File: config.mk
export PLATFORM = sky130hd
export DESIGN_NAME = snz_power_ctl
export DESIGN_NICKNAME = d
export VERILOG_FILES = /design/src/rtl/snz_pkg.sv /design/src/rtl/snz_sync.sv /design/src/rtl/snz_timer.sv /design/src/rtl/snz_fsm.sv /design/src/rtl/snz_power_ctl.sv
export SDC_FILE = /design/constraint.sdc
export NUM_CORES = 1
export LEC_CHECK = 0
export BUFFER_PORTS_ARGS = -buffer_cell sky130_fd_sc_hd__buf_2
export CORE_ASPECT_RATIO = 1.1
export CORE_MARGIN = 1
export CORE_UTILIZATION = 39
export CTS_CLUSTER_DIAMETER = 40
export DETAILED_ROUTE_END_ITERATION = 10
export PLACE_DENSITY = 0.73
export SLEW_MARGIN = 5
export SYNTH_ARGS = -nofsm -noshare
export SYNTH_HDL_FRONTEND = slang
export SYNTH_HIERARCHICAL = 1
export SYNTH_SLANG_ARGS = --single-unit
File: constraint.sdc
create_clock -name clk -period 1.81 [get_ports clk]
set_clock_uncertainty 0.2 [all_clocks]
set_input_delay 0.0905 -clock clk [delete_from_list [all_inputs] [get_ports clk]]
set_output_delay 0.0905 -clock clk [all_outputs]
set_load 0.01 [all_outputs]
File: src/rtl/snz_pkg.sv
package snz_pkg;
    typedef enum logic [2:0] {
        ST_AWAKE,
        ST_ENTERING,
        ST_ASLEEP,
        ST_WAKING,
        ST_RECOVERING
    } snz_state_e;
endpackage

File: src/rtl/snz_sync.sv
module snz_sync #(
    parameter int STAGES = 2
) (
    input  logic clk,
    input  logic rst_n,
    input  logic d_async,
    output logic q_sync
);
    logic [STAGES-1:0] chain;

    for (genvar i = 0; i < STAGES; i++) begin : g_stage
        if (i == 0) begin : g_first
            always_ff @(posedge clk or negedge rst_n) begin
                if (!rst_n) chain[0] <= 1'b0;
                else        chain[0] <= d_async;
            end
        end else begin : g_rest
            always_ff @(posedge clk or negedge rst_n) begin
                if (!rst_n) chain[i] <= 1'b0;
                else        chain[i] <= chain[i-1];
            end
        end
    end

    assign q_sync = chain[STAGES-1];
endmodule

File: src/rtl/snz_timer.sv
module snz_timer #(
    parameter int WIDTH = 4
) (
    input  logic             clk,
    input  logic             rst_n,
    input  logic             clr,
    output logic [WIDTH-1:0] count
);
    always_ff @(posedge clk or negedge rst_n) begin
        if (!rst_n)            count <= '0;
        else if (clr)          count <= '0;
        else if (count != '1)  count <= count + 1'b1;
    end
endmodule

File: src/rtl/snz_fsm.sv
module snz_fsm
    import snz_pkg::*;
#(
    parameter int ENTER_CYC   = 6,
    parameter int EXIT_CYC    = 6,
    parameter int RECOVER_CYC = 10,
    parameter int CNT_W       = 4
) (
    input  logic             clk,
    input  logic             rst_n,
    input  logic             snz_s,
    input  logic [CNT_W-1:0] count,
    output logic             clr,
    output logic             sleeping,
    output logic             inhibit
);
    localparam logic [CNT_W-1:0] ENTER_LAST   = CNT_W'(ENTER_CYC - 1);
    localparam logic [CNT_W-1:0] EXIT_LAST    = CNT_W'(EXIT_CYC - 1);
    localparam logic [CNT_W-1:0] RECOVER_LAST = CNT_W'(RECOVER_CYC - 1);

    snz_state_e state, next;

    always_comb begin
        next = state;
        unique case (state)
            ST_AWAKE:      if (snz_s) next = ST_ENTERING;
            ST_ENTERING:   if (!snz_s) next = ST_AWAKE;
                           else if (count == ENTER_LAST) next = ST_ASLEEP;
            ST_ASLEEP:     if (!snz_s) next = ST_WAKING;
            ST_WAKING:     if (snz_s) next = ST_ASLEEP;
                           else if (count == EXIT_LAST) next = ST_RECOVERING;
            ST_RECOVERING: if (count == RECOVER_LAST) next = ST_AWAKE;
            default:       next = ST_AWAKE;
        endcase
    end

    always_ff @(posedge clk or negedge rst_n) begin
        if (!rst_n) state <= ST_AWAKE;
        else        state <= next;
    end

    always_comb begin
        clr      = (next != state);
        sleeping = 1'b0;
        inhibit  = 1'b0;
        unique case (state)
            ST_AWAKE, ST_ENTERING: ;
            ST_ASLEEP, ST_WAKING: begin
                sleeping = 1'b1;
                inhibit  = 1'b1;
            end
            ST_RECOVERING: inhibit = 1'b1;
            default: ;
        endcase
    end
endmodule

File: src/rtl/snz_power_ctl.sv
module snz_power_ctl #(
    parameter int SYNC_STAGES = 2,
    parameter int ENTER_CYC   = 6,
    parameter int EXIT_CYC    = 6,
    parameter int RECOVER_CYC = 10,
    parameter int CTL_W       = 8
) (
    input  logic             clk,
    input  logic             rst_n,
    input  logic             snooze_in,
    input  logic             oe_in,
    input  logic             strobe_a,
    input  logic             strobe_b,
    input  logic [CTL_W-1:0] ctl_in,
    output logic             sleep_flag,
    output logic             gate_en,
    output logic             start_inhibit,
    output logic             start_pass_a,
    output logic             start_pass_b,
    output logic [CTL_W-1:0] ctl_pass,
    output logic             dq_drive
);
    localparam int MAX_AB = (ENTER_CYC > EXIT_CYC) ? ENTER_CYC : EXIT_CYC;
    localparam int MAX_C  = (MAX_AB > RECOVER_CYC) ? MAX_AB : RECOVER_CYC;
    localparam int CNT_W  = $clog2(MAX_C + 1);

    logic             snooze_sync;
    logic             tmr_clr;
    logic [CNT_W-1:0] tmr_count;

    snz_sync #(.STAGES(SYNC_STAGES)) u_sync (
        .clk     (clk),
        .rst_n   (rst_n),
        .d_async (snooze_in),
        .q_sync  (snooze_sync)
    );

    snz_timer #(.WIDTH(CNT_W)) u_timer (
        .clk   (clk),
        .rst_n (rst_n),
        .clr   (tmr_clr),
        .count (tmr_count)
    );

    snz_fsm #(
        .ENTER_CYC   (ENTER_CYC),
        .EXIT_CYC    (EXIT_CYC),
        .RECOVER_CYC (RECOVER_CYC),
        .CNT_W       (CNT_W)
    ) u_fsm (
        .clk      (clk),
        .rst_n    (rst_n),
        .snz_s    (snooze_sync),
        .count    (tmr_count),
        .clr      (tmr_clr),
        .sleeping (sleep_flag),
        .inhibit  (start_inhibit)
    );

    assign gate_en      = ~sleep_flag;
    assign start_pass_a = strobe_a & ~start_inhibit;
    assign start_pass_b = strobe_b & ~start_inhibit;
    assign ctl_pass     = gate_en ? ctl_in : '0;
    assign dq_drive     = oe_in & ~sleep_flag;
endmodule

# Word level (Yosys, flattened, before mapping)
# Cells that the tools add are included.
word_totals:
  reg_bits: 9
  input_bits: 14
  elab_cells: 35
classes:
  addsub: 1
  eq_ne: 8
  n_mux: 13
  n_bitwise: 5
  reduce_logical: 4
op_table:
  columns: ["operator", "n"]
  rows:
  - ["two-way mux 3 bit", 7]
  - ["one-hot mux 3 bit (5 select lines)", 1]
  - ["two-way mux 4 bit", 2]
  - ["two-way mux 8 bit", 1]
  - ["== test 3 x 2 -> 1 bit (second input constant)", 2]
  - ["adder 4 x 1 -> 4 bit (second input constant)", 1]
  - ["== test 4 x 3 -> 1 bit (second input constant)", 1]
  - ["== test 4 bit (second input constant)", 1]
  - ["!= test 4 bit (second input constant)", 1]
  - ["bitwise AND 1 bit", 3]
  - ["== test 3 x 1 -> 1 bit (second input constant)", 1]
  - ["== test 3 bit (second input constant)", 1]
  - ["zero test 3 bit", 1]
  - ["!= test 3 bit", 1]
  - ["OR reduction 3 bit", 1]
  - ["two-way mux 1 bit", 2]
  - ["NOT 1 bit", 2]
  - ["nonzero test 2 bit", 1]
  - ["OR reduction 2 bit", 1]

# Depth between registers and ports, before layout
logic_depth:
  ltp_word: 6
  mapped_depth: 5

# Hierarchy
# Netlist, hierarchy kept.
modules_own_cells:
  columns: ["mod", "n_inst", "cells_each", "area_each_um2", "seq_area_each_um2"]
  rows:
  - ["snz_fsm", 1, 23, 226.5, 75.1]
  - ["snz_timer", 1, 19, 214.0, 100.1]
  - ["snz_power_ctl", 1, 12, 72.6, 0.0]
  - ["snz_sync", 1, 2, 50.0, 50.0]

# Worst setup path after synthesis
# Ideal clock, no wire load.
synth_timing:
  path_kind: "register to register"
  startpoint: "reg u_timer.count[3]"
  endpoint: "reg u_timer.count[1]"
  setup_ns: 0.123
  arrival_time_ns: 1.408
  t_required_ns: 1.487
  slack_ns: 0.079
  path_stages_with_launch: 6
  synth_period_minus_slack_ns: 1.731
  cell_sequence: "dfrtp_1 -> and4bb_2 -> nor4b_1 -> nor3_1 -> nand2b_1 -> mux2i_1"
synth_between:
  elab_chain_len: 6
  elab_cells_between_ends: 12
synth_lines:
  columns: ["element", "line", "rtl"]
  rows:
  - ["start: declaration", "snz_timer.sv:7", "output logic [WIDTH-1:0] count"]
  - ["start signal: assignment", "snz_timer.sv:12", "else if (count != '1) count <= count + 1'b1;"]
  - ["== test 4 x 3 -> 1 bit", "snz_fsm.sv:28, snz_fsm.sv:31", null]
  - ["two-way mux 3 bit, on equally long branches", "snz_fsm.sv:31, snz_fsm.sv:28", null]
  - ["two-way mux 3 bit, on equally long branches", "snz_fsm.sv:30, snz_fsm.sv:27", null]
  - ["one-hot mux 3 bit (5 select lines) *", "snz_fsm.sv:25", "unique case (state)"]
  - ["!= test 3 bit *", "snz_fsm.sv:43", "clr = (next != state);"]
  - ["named net tmr_clr", "snz_power_ctl.sv:28", "logic tmr_clr;"]
  - ["two-way mux 4 bit or nonzero test 2 bit (tied branches)", null, null]
# The timed path passes the listed nets; every way through them passes the cells marked *.
# A chain may end at the register's enable or synchronous reset.

# Worst setup path in the final report
layout_timing:
  startpoint: "reg u_fsm.state[1]"
  endpoint: "out start_pass_a"
layout_between:
  elab_chain_len: 5
  elab_cells_between_ends: 7
layout_lines:
  columns: ["element", "line", "rtl"]
  rows:
  - ["start: declaration", "snz_fsm.sv:21", "snz_state_e state, next;"]
  - ["start signal: assignment", "snz_fsm.sv:39", "else state <= next;"]
  - ["== test 3 x 2 -> 1 bit or == test 3 bit (tied branches)", "snz_fsm.sv:46", "unique case (state)"]
  - ["OR reduction 3 bit (no line) *", null, null]
  - ["two-way mux 1 bit *", "snz_fsm.sv:46", null]
  - ["NOT 1 bit *", "snz_power_ctl.sv:61", "assign start_pass_a = strobe_a & ~start_inhibit;"]
  - ["bitwise AND 1 bit *", "snz_power_ctl.sv:61", null]
  - ["end: declaration", "snz_power_ctl.sv:18", "output logic start_pass_a,"]
# Mark *: on every way between the ends. The rest lies on a longest branch, timed or not.

==> metrics.md <==
| Metric | Value |
|---|---|
| Status | `finished clean` |
| Tcrit/Tclk final | `0.9598` |
| Detailed Routing Iterations Pass 1 | `4` |
| Latest clock arrival within the worst-skew pair | `0.26 ns` |
| CP Max Fanout | `7` |
| Synth unique cells | `29` |
| Die Footprint | `1600 um^2` |
| GPL Wtd Cong | `0.8494` |
| Max-Cap Viols | `0` |
| Vias in the first global route | `513` |
| RSZ-0062 raised after global routing | `yes` |
| Max-slew violation count | `0` |
| Sw power | `266.2 uW` |
| Leakage power | `0.0004302 uW` |
| Peak supply drop | `0.0006360 V` |
| Yosys warns | `6` |
| Critical path type | `reg -> out` |
| Setup crit end kind | `output port` |
| Top Ports | `28` |
| Cells after Synth | `56` |
| Reg power frac | `0.380` |
| H-tree depth | `1` |
| First-pass GRT wire length | `1966 um` |
| Syn avg cell area | `10.05 um^2` |
| Internal power | `486.4 uW` |
| Synth async-reset ratio | `1.000` |
| Comb power frac | `0.420` |
| Antenna cells | `0` |
| Maximum buffer depth of the clock tree | `2` |
| WL per Instance | `11.58 um` |
| Vias/cell | `5.207` |
| Commonest cells after routing, fill and taps aside | `buf_2, nor2b_1, dfrtp_1` |
| # port buffers | `27` |
| Antenna violations before repair | `0` |
| Hold_ws | `0.1443 ns` |
| Post-synth EDFFs | `0` |
| Worst Tran Pin Value | `0.2512 ns` |
| Die height | `41.85 um` |
| Critical Path RT | `1.52 ns` |
| Syn-to-layout area delta | `52.22%` |
| Chip width | `38.23 um` |
| Layout cells sized above 1 | `0.5263` |
| Register area share after synthesis | `0.4000` |
| Synth Flop Type | `dfrtp_1` |
| Slew headroom | `0.8316` |
| Routed via count | `578` |
| Iteration-0 DRC Markers | `15` |
| FMAX | `575.6 MHz` |
| Cell Area, Synth | `563.0 um^2` |
| Total negative slack | `0 ns` |
| Largest net degree at the start of global routing | `12` |
| Net Sw Frac | `0.3537` |
| CTS tree | `built` |
| Clock period minus worst slack | `1.737 ns` |
| Critical Path Start Type | `register` |
| Setup violations, final | `0` |
| Clock Root Buffer | `clkbuf_4` |
| Core ar. | `1349 um^2` |
| Hold Crit Class | `reg -> reg` |
| Starting Density | `0.4174` |
| Fillers | `118` |
| P per Cell Area | `878.1 nW/um^2` |
| Aggregate global routing overflow | `0` |
| Global Route Usage Sum | `0.1756` |
| Drc violations | `0` |
| CTS buffer count | `3` |
| Most common cell after layout, fill and taps aside | `buf_2` |
| Clk slew on worst S/H paths | `0.06 ns` |
| Post-layout nets | `111` |
| Post-route ant nets | `0` |
| CTS Sinks | `9` |
| Total wire length | `1285 um` |
| Core Rows | `14` |
| HPWL after DPL | `936.3 um` |
| Syn nets | `71` |
| Final Hold Fails | `0` |
| Flops & latches, synth | `9` |
| Power share of the clock group | `0.200` |
| Arrival time worst endpoint | `1.45 ns` |
## layout make-up
class / instances / area (um^2) / share of cell area
Multi-Input combinational cell: 45 / 364.1 / 0.4248
Sequential cell: 9 / 227.7 / 0.2657
Timing Repair Buffer: 35 / 207.7 / 0.2423
Clock buffer: 4 / 26.28 / 0.03066
Tap cell: 16 / 20.02 / 0.02336
Inverter: 2 / 11.26 / 0.01314
## cell families after synthesis
logic type      count (synthesis)  synth area share
mux                             2           0.03556
simple gates                   33            0.4044
xor+xnor                        1           0.01556
compound gates                  8            0.1089
flops                           9            0.4000
fa+ha+maj                       1           0.02222
buf+inv                         2           0.01334
## per-layer routing
metal	vias up	track usage	share of wire
met4	0	0.1143	0
met1	262	0.1844	0.41
met2	36	0.2814	0.50
met3	0	0.06417	0.097
li1	280	-	-
met5	-	0	0
## cells in the mapped netlist (2+ instances only)
cell | number | area, um^2
inv_1 | 2 | 7.510
dfrtp_1 | 9 | 225.2
nand2_1 | 3 | 11.26
nor2b_1 | 12 | 75.07
mux2i_1 | 2 | 20.02
nand2b_1 | 2 | 12.51
a211oi_1 | 2 | 15.01
and4bb_2 | 2 | 25.02
or2b_2 | 2 | 17.52
## final timing paths
kind	from	endpoint	slack, ns	cells after the start
hold reg to reg	u_sync/chain[0]	u_sync/q_sync	0.14	0
max in group asynchronous	rst_n	u_sync/q_sync	0.43	4
hold / removal	u_sync/chain[0]	u_sync/q_sync	0.14	0
setup reg to reg	u_fsm/state[1]	u_timer/count[2]	0.11	5
min in group asynchronous	rst_n	u_fsm/state[0]	0.52	3
setup / recovery	u_fsm/state[1]	start_pass_a	0.07	4
## sequential cells by signal, summed over array words and instances, names as in the netlist
register,count
u_fsm/state,3
u_sync/chain,1
u_sync/q_sync,1
u_timer/count,4
## repair_timing
action / in CTS / in global routing
hold endpoints to repair: 10 / 0
setup endpoints to repair: 8 / 9
gates resized for setup: 1 / 9
hold buffers: 4 / 0
buffers inserted: 0 / 0
## worst max-delay path, cell delays in order, from the launching register on
cell     delay (ns)
dfrtp_2        0.46
or3b_4         0.43
nand2_1        0.12
nor2b_1        0.06
buf_2          0.13
## power groups by stage
stage / clock, uW / sequential, uW / combinational [uW]
after CTS: 158 / 279 / 299
after floorplan: 0 / 282 / 164
after detailed placement: 0 / 283 / 289
final: 151 / 286 / 316
after global routing: 164 / 292 / 357
after global placement: 0 / 280 / 280
## per-stage QoR
stage / area (um^2) / utilization / cells / total power (uW) / setup slack [ns]
3_5_place_dp: 748.2 / 0.5547 / 103 / 571.9 / 0.07713
3_3_place_gp: 748.2 / 0.5547 / 103 / 559.4 / 0.1170
4_1_cts: 818.3 / 0.6067 / 111 / 736.1 / 0.06357
6_report: 857.1 / 0.6354 / 111 / 752.6 / 0.07278
5_1_grt: 857.1 / 0.6354 / 111 / 812.3 / 0.004860
2_1_floorplan: 563.0 / - / 56 / 445.5 / 0.07933
No activity file was read; power rests on OpenSTA's default activity.
